<file path="src/rtl/can_pd_pkg.sv">
// Shared types for the CAN sleep sequencer.
// Assumes: a single always-on clock domain drives all users of these types.
package can_pd_pkg;
    typedef enum logic [1:0] {
        PD_AWAKE  = 2'd0,
        PD_DRAIN  = 2'd1,
        PD_SLEEP  = 2'd2,
        PD_WAKEUP = 2'd3
    } pd_state_t;
endpackage

</file>
<file path="src/rtl/can_pd_rxsync.sv">
// Synchronizes the asynchronous RX line and flags dominant (falling) edges.
// Assumes: recessive level is 1; the chain resets to recessive so that reset
// release never looks like bus activity.
module can_pd_rxsync #(
    parameter int STAGES = 2
) (
    input  logic clk,
    input  logic rst_n,
    input  logic rx_async,
    output logic rx_level,
    output logic rx_fall
);
    logic [STAGES-1:0] sync_q;
    logic              prev_q;

    generate
        if (STAGES == 1) begin : g_one
            // Single-stage capture of the RX line.
            always_ff @(posedge clk) begin
                if (!rst_n) sync_q <= '1;
                else        sync_q <= rx_async;
            end
        end else begin : g_chain
            // Shift the RX line through the synchronizer chain.
            always_ff @(posedge clk) begin
                if (!rst_n) sync_q <= '1;
                else        sync_q <= {sync_q[STAGES-2:0], rx_async};
            end
        end
    endgenerate

    // Remember the previous synchronized level for edge detection.
    always_ff @(posedge clk) begin
        if (!rst_n) prev_q <= 1'b1;
        else        prev_q <= sync_q[STAGES-1];
    end

    assign rx_level = sync_q[STAGES-1];
    assign rx_fall  = prev_q & ~sync_q[STAGES-1];
endmodule

</file>
<file path="src/rtl/can_pd_wakecnt.sv">
// Counts consecutive recessive bits during power-up and reports when the
// required run length is reached.
// Assumes: tick is a one-cycle pulse per bit time; run is low outside power-up.
module can_pd_wakecnt #(
    parameter int BITS = 11
) (
    input  logic clk,
    input  logic rst_n,
    input  logic run,
    input  logic tick,
    input  logic rx_level,
    output logic done
);
    localparam int CW = $clog2(BITS + 1);
    localparam logic [CW-1:0] LAST = CW'(BITS - 1);

    logic [CW-1:0] cnt_q;

    // Count recessive ticks; a dominant tick or leaving power-up clears it.
    always_ff @(posedge clk) begin
        if (!rst_n || !run) cnt_q <= '0;
        else if (tick)      cnt_q <= rx_level ? cnt_q + 1'b1 : '0;
    end

    assign done = run & tick & rx_level & (cnt_q == LAST);
endmodule

</file>
<file path="src/rtl/can_pd_fsm.sv">
// Sleep state machine: awake, draining a frame, asleep, powering up.
// Assumes: tx end pulses last one cycle; req and wake_en come from the
// always-on control register.
module can_pd_fsm
    import can_pd_pkg::*;
(
    input  logic      clk,
    input  logic      rst_n,
    input  logic      req,
    input  logic      wake_en,
    input  logic      tx_busy,
    input  logic      tx_end,
    input  logic      rx_fall,
    input  logic      wake_done,
    output pd_state_t state,
    output logic      clk_en,
    output logic      bus_active,
    output logic      wake_clr
);
    pd_state_t state_d;

    // Next-state selection.
    always_comb begin
        state_d = state;
        unique case (state)
            PD_AWAKE:  if (req) state_d = (tx_busy && !tx_end) ? PD_DRAIN : PD_SLEEP;
            PD_DRAIN:  if (!req) state_d = PD_AWAKE;
                       else if (tx_end) state_d = PD_SLEEP;
            PD_SLEEP:  if (!req) state_d = PD_AWAKE;
                       else if (wake_en && rx_fall) state_d = PD_WAKEUP;
            PD_WAKEUP: if (!req || wake_done) state_d = PD_AWAKE;
            default:   state_d = PD_AWAKE;
        endcase
    end

    // State register.
    always_ff @(posedge clk) begin
        if (!rst_n) state <= PD_AWAKE;
        else        state <= state_d;
    end

    assign clk_en     = (state != PD_SLEEP);
    assign bus_active = (state == PD_AWAKE) || (state == PD_DRAIN);
    assign wake_clr   = (state == PD_WAKEUP) && req && wake_done;
endmodule

</file>
<file path="src/rtl/can_sleep_seq.sv">
// Top of the CAN sleep sequencer: always-on control bits, read masking,
// RX wake detection and the gated-domain clock enable.
// Assumes: core_rdata is combinational for bus_addr; reads are registered.
module can_sleep_seq
    import can_pd_pkg::*;
#(
    parameter int DATA_W      = 16,
    parameter int ADDR_W      = 4,
    parameter int CTRL_ADDR   = 0,
    parameter int STAT_ADDR   = 1,
    parameter int REQ_BIT     = 11,
    parameter int WEN_BIT     = 10,
    parameter int ACK_BIT     = 3,
    parameter int WAKE_BITS   = 11,
    parameter int SYNC_STAGES = 2
) (
    input  logic              clk,
    input  logic              rst_n,
    input  logic [ADDR_W-1:0] bus_addr,
    input  logic              bus_wr,
    input  logic              bus_rd,
    input  logic [DATA_W-1:0] bus_wdata,
    output logic [DATA_W-1:0] bus_rdata,
    input  logic [DATA_W-1:0] core_rdata,
    input  logic              tx_busy,
    input  logic              tx_ok,
    input  logic              tx_lost,
    input  logic              tx_err,
    input  logic              rx_in,
    input  logic              bit_tick,
    output logic              clk_en,
    output logic              bus_active
);
    localparam logic [ADDR_W-1:0] CTRL_A  = ADDR_W'(CTRL_ADDR);
    localparam logic [ADDR_W-1:0] STAT_A  = ADDR_W'(STAT_ADDR);
    localparam logic [DATA_W-1:0] ACK_VAL = DATA_W'(1) << ACK_BIT;

    logic              req_q, wake_en_q;
    logic              rx_level, rx_fall, wake_done, wake_clr;
    logic [DATA_W-1:0] rd_mux;
    pd_state_t         state;
    logic              unused_wdata_bits;

    assign unused_wdata_bits = ^bus_wdata;

    can_pd_rxsync #(.STAGES(SYNC_STAGES)) i_rxsync (
        .clk(clk), .rst_n(rst_n), .rx_async(rx_in),
        .rx_level(rx_level), .rx_fall(rx_fall)
    );

    can_pd_wakecnt #(.BITS(WAKE_BITS)) i_wakecnt (
        .clk(clk), .rst_n(rst_n), .run(state == PD_WAKEUP),
        .tick(bit_tick), .rx_level(rx_level), .done(wake_done)
    );

    can_pd_fsm i_fsm (
        .clk(clk), .rst_n(rst_n), .req(req_q), .wake_en(wake_en_q),
        .tx_busy(tx_busy), .tx_end(tx_ok | tx_lost | tx_err),
        .rx_fall(rx_fall), .wake_done(wake_done), .state(state),
        .clk_en(clk_en), .bus_active(bus_active), .wake_clr(wake_clr)
    );

    // Always-on control bits: software writes win over the wake-up clear.
    always_ff @(posedge clk) begin
        if (!rst_n) begin
            req_q     <= 1'b0;
            wake_en_q <= 1'b0;
        end else if (bus_wr && bus_addr == CTRL_A) begin
            req_q     <= bus_wdata[REQ_BIT];
            wake_en_q <= bus_wdata[WEN_BIT];
        end else if (wake_clr) begin
            req_q     <= 1'b0;
        end
    end

    // Read mux: masked while off the bus, patched with local bits otherwise.
    always_comb begin
        if (!bus_active) begin
            rd_mux = (bus_addr == STAT_A) ? ACK_VAL : '0;
        end else begin
            rd_mux = core_rdata;
            if (bus_addr == CTRL_A) begin
                rd_mux[REQ_BIT] = req_q;
                rd_mux[WEN_BIT] = wake_en_q;
            end
            if (bus_addr == STAT_A) rd_mux[ACK_BIT] = 1'b0;
        end
    end

    // Registered read data.
    always_ff @(posedge clk) begin
        if (!rst_n)      bus_rdata <= '0;
        else if (bus_rd) bus_rdata <= rd_mux;
    end
endmodule

</file>
<file path="config.mk">
export PLATFORM = sky130hd
export DESIGN_NAME = can_sleep_seq
export DESIGN_NICKNAME = d
export VERILOG_FILES = /design/src/rtl/can_pd_pkg.sv /design/src/rtl/can_pd_rxsync.sv /design/src/rtl/can_pd_wakecnt.sv /design/src/rtl/can_pd_fsm.sv /design/src/rtl/can_sleep_seq.sv
export SDC_FILE = /design/constraint.sdc
export NUM_CORES = 1
export LEC_CHECK = 0
export BUFFER_PORTS_ARGS = -buffer_cell sky130_fd_sc_hd__buf_2
export CORE_MARGIN = 5
export CORE_UTILIZATION = 43
export CTS_CLUSTER_DIAMETER = 150
export DETAILED_ROUTE_END_ITERATION = 12
export PLACE_DENSITY = 0.77
export RECOVER_POWER = 100
export SYNTH_ARGS = -nofsm -noshare
export SYNTH_HDL_FRONTEND = slang
export SYNTH_SLANG_ARGS = --single-unit
</file>
<file path="constraint.sdc">
create_clock -name clk -period 1.7 [get_ports clk]
set_input_delay 0.17 -clock clk [delete_from_list [all_inputs] [get_ports clk]]
set_output_delay 0.17 -clock clk [all_outputs]
set_load 0.1 [all_outputs]
</file>
# ---- Word-level counts from Yosys, hierarchy flattened
# Index checks and enable logic that the tools add are counted.
dict set report totals {
  register_bits 27
  input_bits 46
  out_inout_bits 18
}
dict set report op_classes {
  add_sub_neg 1
  n_eq_ne 10
  muxes 15
  bitwise 7
  reduce_logical 16
}
# op count
set ops {}
lappend ops {{$mux W16} 1}
lappend ops {{$mux W2} 8}
lappend ops {{$mux W4} 2}
lappend ops {{$pmux W2 S4} 1}
lappend ops {{$ne A3 B2 Y1 const B} 2}
lappend ops {{$logic_and A1 B1 Y1} 5}
lappend ops {{$add A4 B1 Y4 const B} 1}
lappend ops {{$and A1 B1 Y1} 4}
lappend ops {{$eq A2 B2 Y1 const B} 2}
lappend ops {{$eq A4 B1 Y1 const B} 1}
lappend ops {{$eq A4 B4 Y1 const B} 1}
lappend ops {{$logic_not A1 Y1} 4}
lappend ops {{$logic_not A4 Y1} 1}
lappend ops {{$ne A2 B2 Y1 const B} 2}
lappend ops {{$reduce_and A4 Y1} 1}
lappend ops {{$logic_or A1 B1 Y1} 3}
lappend ops {{$mux W1} 3}
lappend ops {{$eq A2 B1 Y1 const B} 1}
lappend ops {{$logic_not A2 Y1} 1}
lappend ops {{$ne A2 B1 Y1 const B} 1}
lappend ops {{$or A1 B1 Y1} 2}
lappend ops {{$reduce_bool A2 Y1} 1}
lappend ops {{$not A1 Y1} 1}

# ---- Logic depth before layout (Yosys ltp)
dict set report logic_depth {
  word_depth 7
  mapped_depth 6
  ltp_nobuf 6
}

# ---- Modules after synthesis
# From an unflattened synthesis, not the netlist that was laid out.
dict set report hier_totals {
  hier_cells 130
  area_unflattened_um2 1219.9
}
# module instances cells_each area_per_inst_um2 seq_area_each_um2
set modules_own_cells {}
lappend modules_own_cells {can_sleep_seq 1 85 779.5 360.3}
lappend modules_own_cells {can_pd_wakecnt 1 25 217.7 80.1}
lappend modules_own_cells {can_pd_fsm 1 13 137.6 40.0}
lappend modules_own_cells {can_pd_rxsync 1 7 85.1 60.1}

# ---- Worst setup path before layout
# OpenSTA, ideal clock, no wires.
dict set report synth_timing {
  kind {register to register}
  from {register i_fsm.state[1]}
  to {register i_fsm.state[1]}
  setup_ps 74
  arrival_ps 1585
  required_time_ps 1626
  setup_slack_ps 41
  path_stages_with_launch 6
  path_buffers 1
  period_less_slack_ps 1659
  path_cell_list {dfxtp_1 -> buf_2 -> nand2b_1 -> a31oi_1 -> o21ai_0 -> a31oi_1}
}
dict set report synth_between {
  elab_chain_cells 7
  elab_cells_between_ends 14
  classes_between {7 x eq/ne; 1 x mux; 3 x bitwise; 3 x reduce/logical}
}
# element line_no
set synth_lines {}
lappend synth_lines {{start, declared} can_pd_fsm.sv:15} ;# output pd_state_t state,
lappend synth_lines {{start signal, assigned} can_pd_fsm.sv:39} ;# else state <= state_d;
lappend synth_lines {{$eq A2 B2 Y1} {can_pd_fsm.sv:25, can_sleep_seq.sv:52}}
lappend synth_lines {{$and A1 B1 Y1 (3 in a row)} can_pd_wakecnt.sv:25} ;# assign done = run & tick & rx_level & (cnt_q == LAST);
lappend synth_lines {{$logic_or A1 B1 Y1} can_pd_fsm.sv:31} ;# PD_WAKEUP: if (!req || wake_done) state_d = PD_AWAKE;
lappend synth_lines {{$ne A2 B1 Y1 (no source line)} -}
lappend synth_lines {{$reduce_and A4 Y1 (no source line)} -}
# Several ways; a longest one is shown, not always the timed one.
# A chain may end at the register's enable or synchronous reset.

# ---- Final worst setup path
dict set report layout_timing {
  from {register i_fsm.state[1]}
  to {output port clk_en}
}
dict set report layout_between {
  elab_chain_cells 1
}
# element line_no
set layout_lines {}
lappend layout_lines {{$ne A2 B2 Y1} can_pd_fsm.sv:42} ;# assign clk_en = (state != PD_SLEEP);
lappend layout_lines {{end, declared} can_sleep_seq.sv:31} ;# output logic clk_en,
# Every way passes these cells.

==> tab_implementation.tex <==
\begin{tabular}{lr}
\hline
Metric & Value \\
\hline
\multicolumn{2}{l}{\textbf{Power and ir drop}} \\
\quad Total power divided by cell area & 850 nW/µm² \\
\quad Leakage Power & 0.632 nW \\
\quad Total power & 1.24 mW \\
\quad Worst voltage drop across the vdd grid & 0.611 mV \\
\multicolumn{2}{l}{\textbf{Yosys}} \\
\quad Flip-flop and latch count after synthesis & 27 \\
\quad Most frequently used cell type in the post-synthesis netlist & dfxtp\_1 \\
\quad Number of enable-type register cells in the synthesized netlist & 0 \\
\quad Post-synthesis cell type count & 30 \\
\quad Avg Synthesized Cell Area & 8.69 µm² \\
\quad Cell type with the largest total area after synthesis & dfxtp\_1 \\
\quad Summed instance area of the synthesized netlist & 1180 µm² \\
\quad YS warnings & 0 \\
\quad Top-area cell type share of the netlist area & 0.457 \\
\quad Most instantiated cells after synthesis & dfxtp\_1 (27), nor2b\_1 (26), a21oi\_1 (19) \\
\quad Fraction of registers with async set/reset & 0 \\
\quad Syn Inst Count & 136 \\
\quad Primary flip-flop cell chosen by synthesis mapping & dfxtp\_1 \\
\quad Share of the yosys chip area belonging to registers & 0.457 \\
\quad Top cells by area, synth & dfxtp\_1 (46\%), nor2b\_1 (14\%), a21oi\_1 (8.0\%) \\
\quad Synthesized net count & 184 \\
\multicolumn{2}{l}{\textbf{STA}} \\
\quad Finish-stage setup viols & 0 \\
\quad Highest clock frequency the design can meet & 0.643 GHz \\
\quad Final period utilization & 0.915 \\
\quad Relative slew margins & 0.454 \\
\quad Slew at the pin with the worst max-slew slack & 0.811 ns \\
\quad Count of pins over their slew limit & 0 \\
\quad RSZ-0062 raised after global routing & false \\
\quad Hold Violations, Final & 0 \\
\quad Fin Clk Skew & 0.00759 ns \\
\quad Aggregate negative setup slack & 0 ns \\
\quad Final critical delay including setup and external delays & 1.56 ns \\
\multicolumn{2}{l}{\textbf{Detailed routing}} \\
\quad Vias per cell & 5.02 \\
\quad First-pass DRT Iterations & 4 \\
\quad Wire length reported by the detailed router & 2760 µm \\
\quad Total number of vias & 1085 \\
\quad First-iteration detailed-routing DRC count & 33 \\
\quad Post-route DRC & 0 \\
\quad Number of routed nets with antenna violations & 0 \\
\quad Detailed-route wire length per cell & 12.8 µm \\
\multicolumn{2}{l}{\textbf{Clock network}} \\
\quad CTS Root Cell & clkbuf\_4 \\
\quad Clock-pin slew on the worst setup and hold paths & 0.14 ns \\
\quad Post-CTS sizing & 0 \\
\quad Number of setup buffers added after CTS & 0 \\
\quad CTS sink cnt & 27 \\
\quad Max Root-Sink Buffers & 2 \\
\quad Clock buffers created by TritonCTS & 3 \\
\quad Cts-stage hold buffer count & 0 \\
\quad TritonCTS clock tree & built \\
\quad H-tree lvl count & 1 \\
\quad Clock latency at the later pin of the worst-skew pair & 0.32 ns \\
\multicolumn{2}{l}{\textbf{Worst setup path}} \\
\quad Kind of end point of the critical path & primary output \\
\quad Required @ worst endpoint & 1.53 ns \\
\quad CP max FO & 10 \\
\quad R2r setup slk & 0.38 ns \\
\quad Kind of start point of the critical path & flip-flop \\
\quad Worst reg2reg path endpoint & req\_q \\
\quad Reg-to-Reg Start & i\_fsm.state[1] \\
\quad Critical Path AT & 1.39 ns \\
\quad Classification of the worst setup path & flip-flop to primary output \\
\quad Number of cells on the worst reg-to-reg path & 4 \\
\multicolumn{2}{l}{\textbf{Die}} \\
\quad Ports placed on the boundary & 64 \\
\quad Chip height & 62.4 µm \\
\quad Die Width & 62.4 µm \\
\quad Full die area & 3900 µm² \\
\quad Cell Rows & 19 \\
\quad Core region area & 2690 µm² \\
\quad Initial standard-cell utilization of the core & 0.440 \\
\multicolumn{2}{l}{\textbf{Global route}} \\
\quad Maximum number of pins on one net before global-route repair & 20 \\
\quad Total grt overflow & 0 \\
\quad Vias in the first global route & 1135 \\
\quad Overall routing resource usage & 0.146 \\
\quad First-pass GRT wire length & 4770 µm \\
\quad Number of antenna violations at the first check in global routing & 0 \\
\multicolumn{2}{l}{\textbf{Finish}} \\
\quad Area Growth Syn to Fin & 23.3\% \\
\quad ANT cells & 0 \\
\quad Ratio of cells with drive above 1 in the final layout & 0.286 \\
\quad Nets & 234 \\
\multicolumn{2}{l}{\textbf{Outcome}} \\
\quad Result of the run & finished clean \\
\multicolumn{2}{l}{\textbf{Min path}} \\
\quad Count of cells along the worst hold path & 2 \\
\quad Path category of the worst min-delay check & input pin to flip-flop \\
\quad Endpoint of the worst hold-timing path & i\_rxsync.sync\_q[0] \\
\quad Beginning of the worst hold path & rx\_in \\
\multicolumn{2}{l}{\textbf{Placement}} \\
\quad Number of port buffers & 49 \\
\quad HPWL after detailed placement & 2210 µm \\
\quad Placer congestion estimate & 0.773 \\
\multicolumn{2}{l}{\textbf{Run}} \\
\quad Count of max-cap constraint violations & 0 \\
\hline
\end{tabular}
[layout make-up]
type | count | area (µm²)
Fill cell | 264 | 1230
Sequential cell | 27 | 541
Inverter | 7 | 26.3
Clock buffer | 4 | 26.3
Timing Repair Buffer | 50 | 250
Multi-Input combinational cell | 97 | 576
Tap cell | 31 | 38.8
[power by group]
group          switching (mW)  internal, mW
clock network           0.179        0.0916
registers              0.0120         0.658
logic                   0.223        0.0755
total                   0.414         0.825
[placed cells by master, fill, tap and decap left out, types with 2 or more instances in the layout]
master    Yosys  layout
nor2_1        8       8
inv_1         7       7
nand2b_1      4       4
o21ai_0       5       5
a21oi_1      19      19
clkbuf_4      0       3
dfxtp_1      27      27
ha_1          2       2
o22ai_1       2       2
mux2i_1       3       3
nor2b_1      26      26
clkbuf_2      0      17
a31oi_1       2       2
buf_2         2      30
nand2_1       8       8
clkbuf_1      2       3
nand3_1       3       3
[worst max-delay path, stage by stage (launching register included)]
cell      delay (ns)
dfxtp_1         0.55
nand2b_1        0.13
clkbuf_2        0.39
[sequential cells by signal (all words and copies together) (netlist names)]
signal	count
req_q	1
i_rxsync.sync_q	2
i_fsm.state	2
i_wakecnt.cnt_q	4
wake_en_q	1
i_rxsync.prev_q	1
bus_rdata	16
[kinds of logic (layout without fill, tap and decap cells)]
kind of cell	after synthesis	in the layout	synth area share
AOI/OAI and AO/OA	31	31	0.142
and+or+nand+nor	61	61	0.311
adders and majority gates	2	2	0.0212
DFF	27	27	0.457
buffers and inverters	12	61	0.0434
muxes	3	3	0.0254
[through the flow]
| stage | hold slack (ns) | cell area [µm²] | utilization | std cells | worst slack, ns |
|---|---|---|---|---|---|
| 6_report | 0.0286 | 1460 | 0.543 | 216 | 0.144 |
| 5_1_grt | 0.0252 | 1460 | 0.543 | 216 | 0.0711 |
| 4_1_cts | 0.0278 | 1480 | 0.549 | 216 | 0.177 |
| 3_5_place_dp | 0.371 | 1450 | 0.539 | 212 | 0.351 |
| 3_3_place_gp | 0.355 | 1450 | 0.539 | 212 | 0.423 |
| 2_1_floorplan | 0.243 | 1180 | - | 136 | 0.0412 |
[worst max path at each step]
stage / startpoint / to / depth (start not counted)
floorplan: i_fsm.state[1] / i_fsm.state[1] / 5
global placement: i_fsm.state[1] / req_q / 4
detailed placement: bus_rd / bus_rdata[7] / 4
CTS: i_fsm.state[1] / bus_active / 2
global route: i_fsm.state[1] / clk_en / 2
finish: i_fsm.state[1] / clk_en / 2
[routing by layer]
metal | share of wire | wire length [µm] | GRT usage
met1 | 0.41 | 1130 | 0.144
met2 | 0.53 | 1450 | 0.280
met3 | 0.061 | 167 | 0.0414
met4 | 0.0029 | 8 | 0.0557
met5 | 0 | 0 | 0
Power figures use the tool's default switching activity.
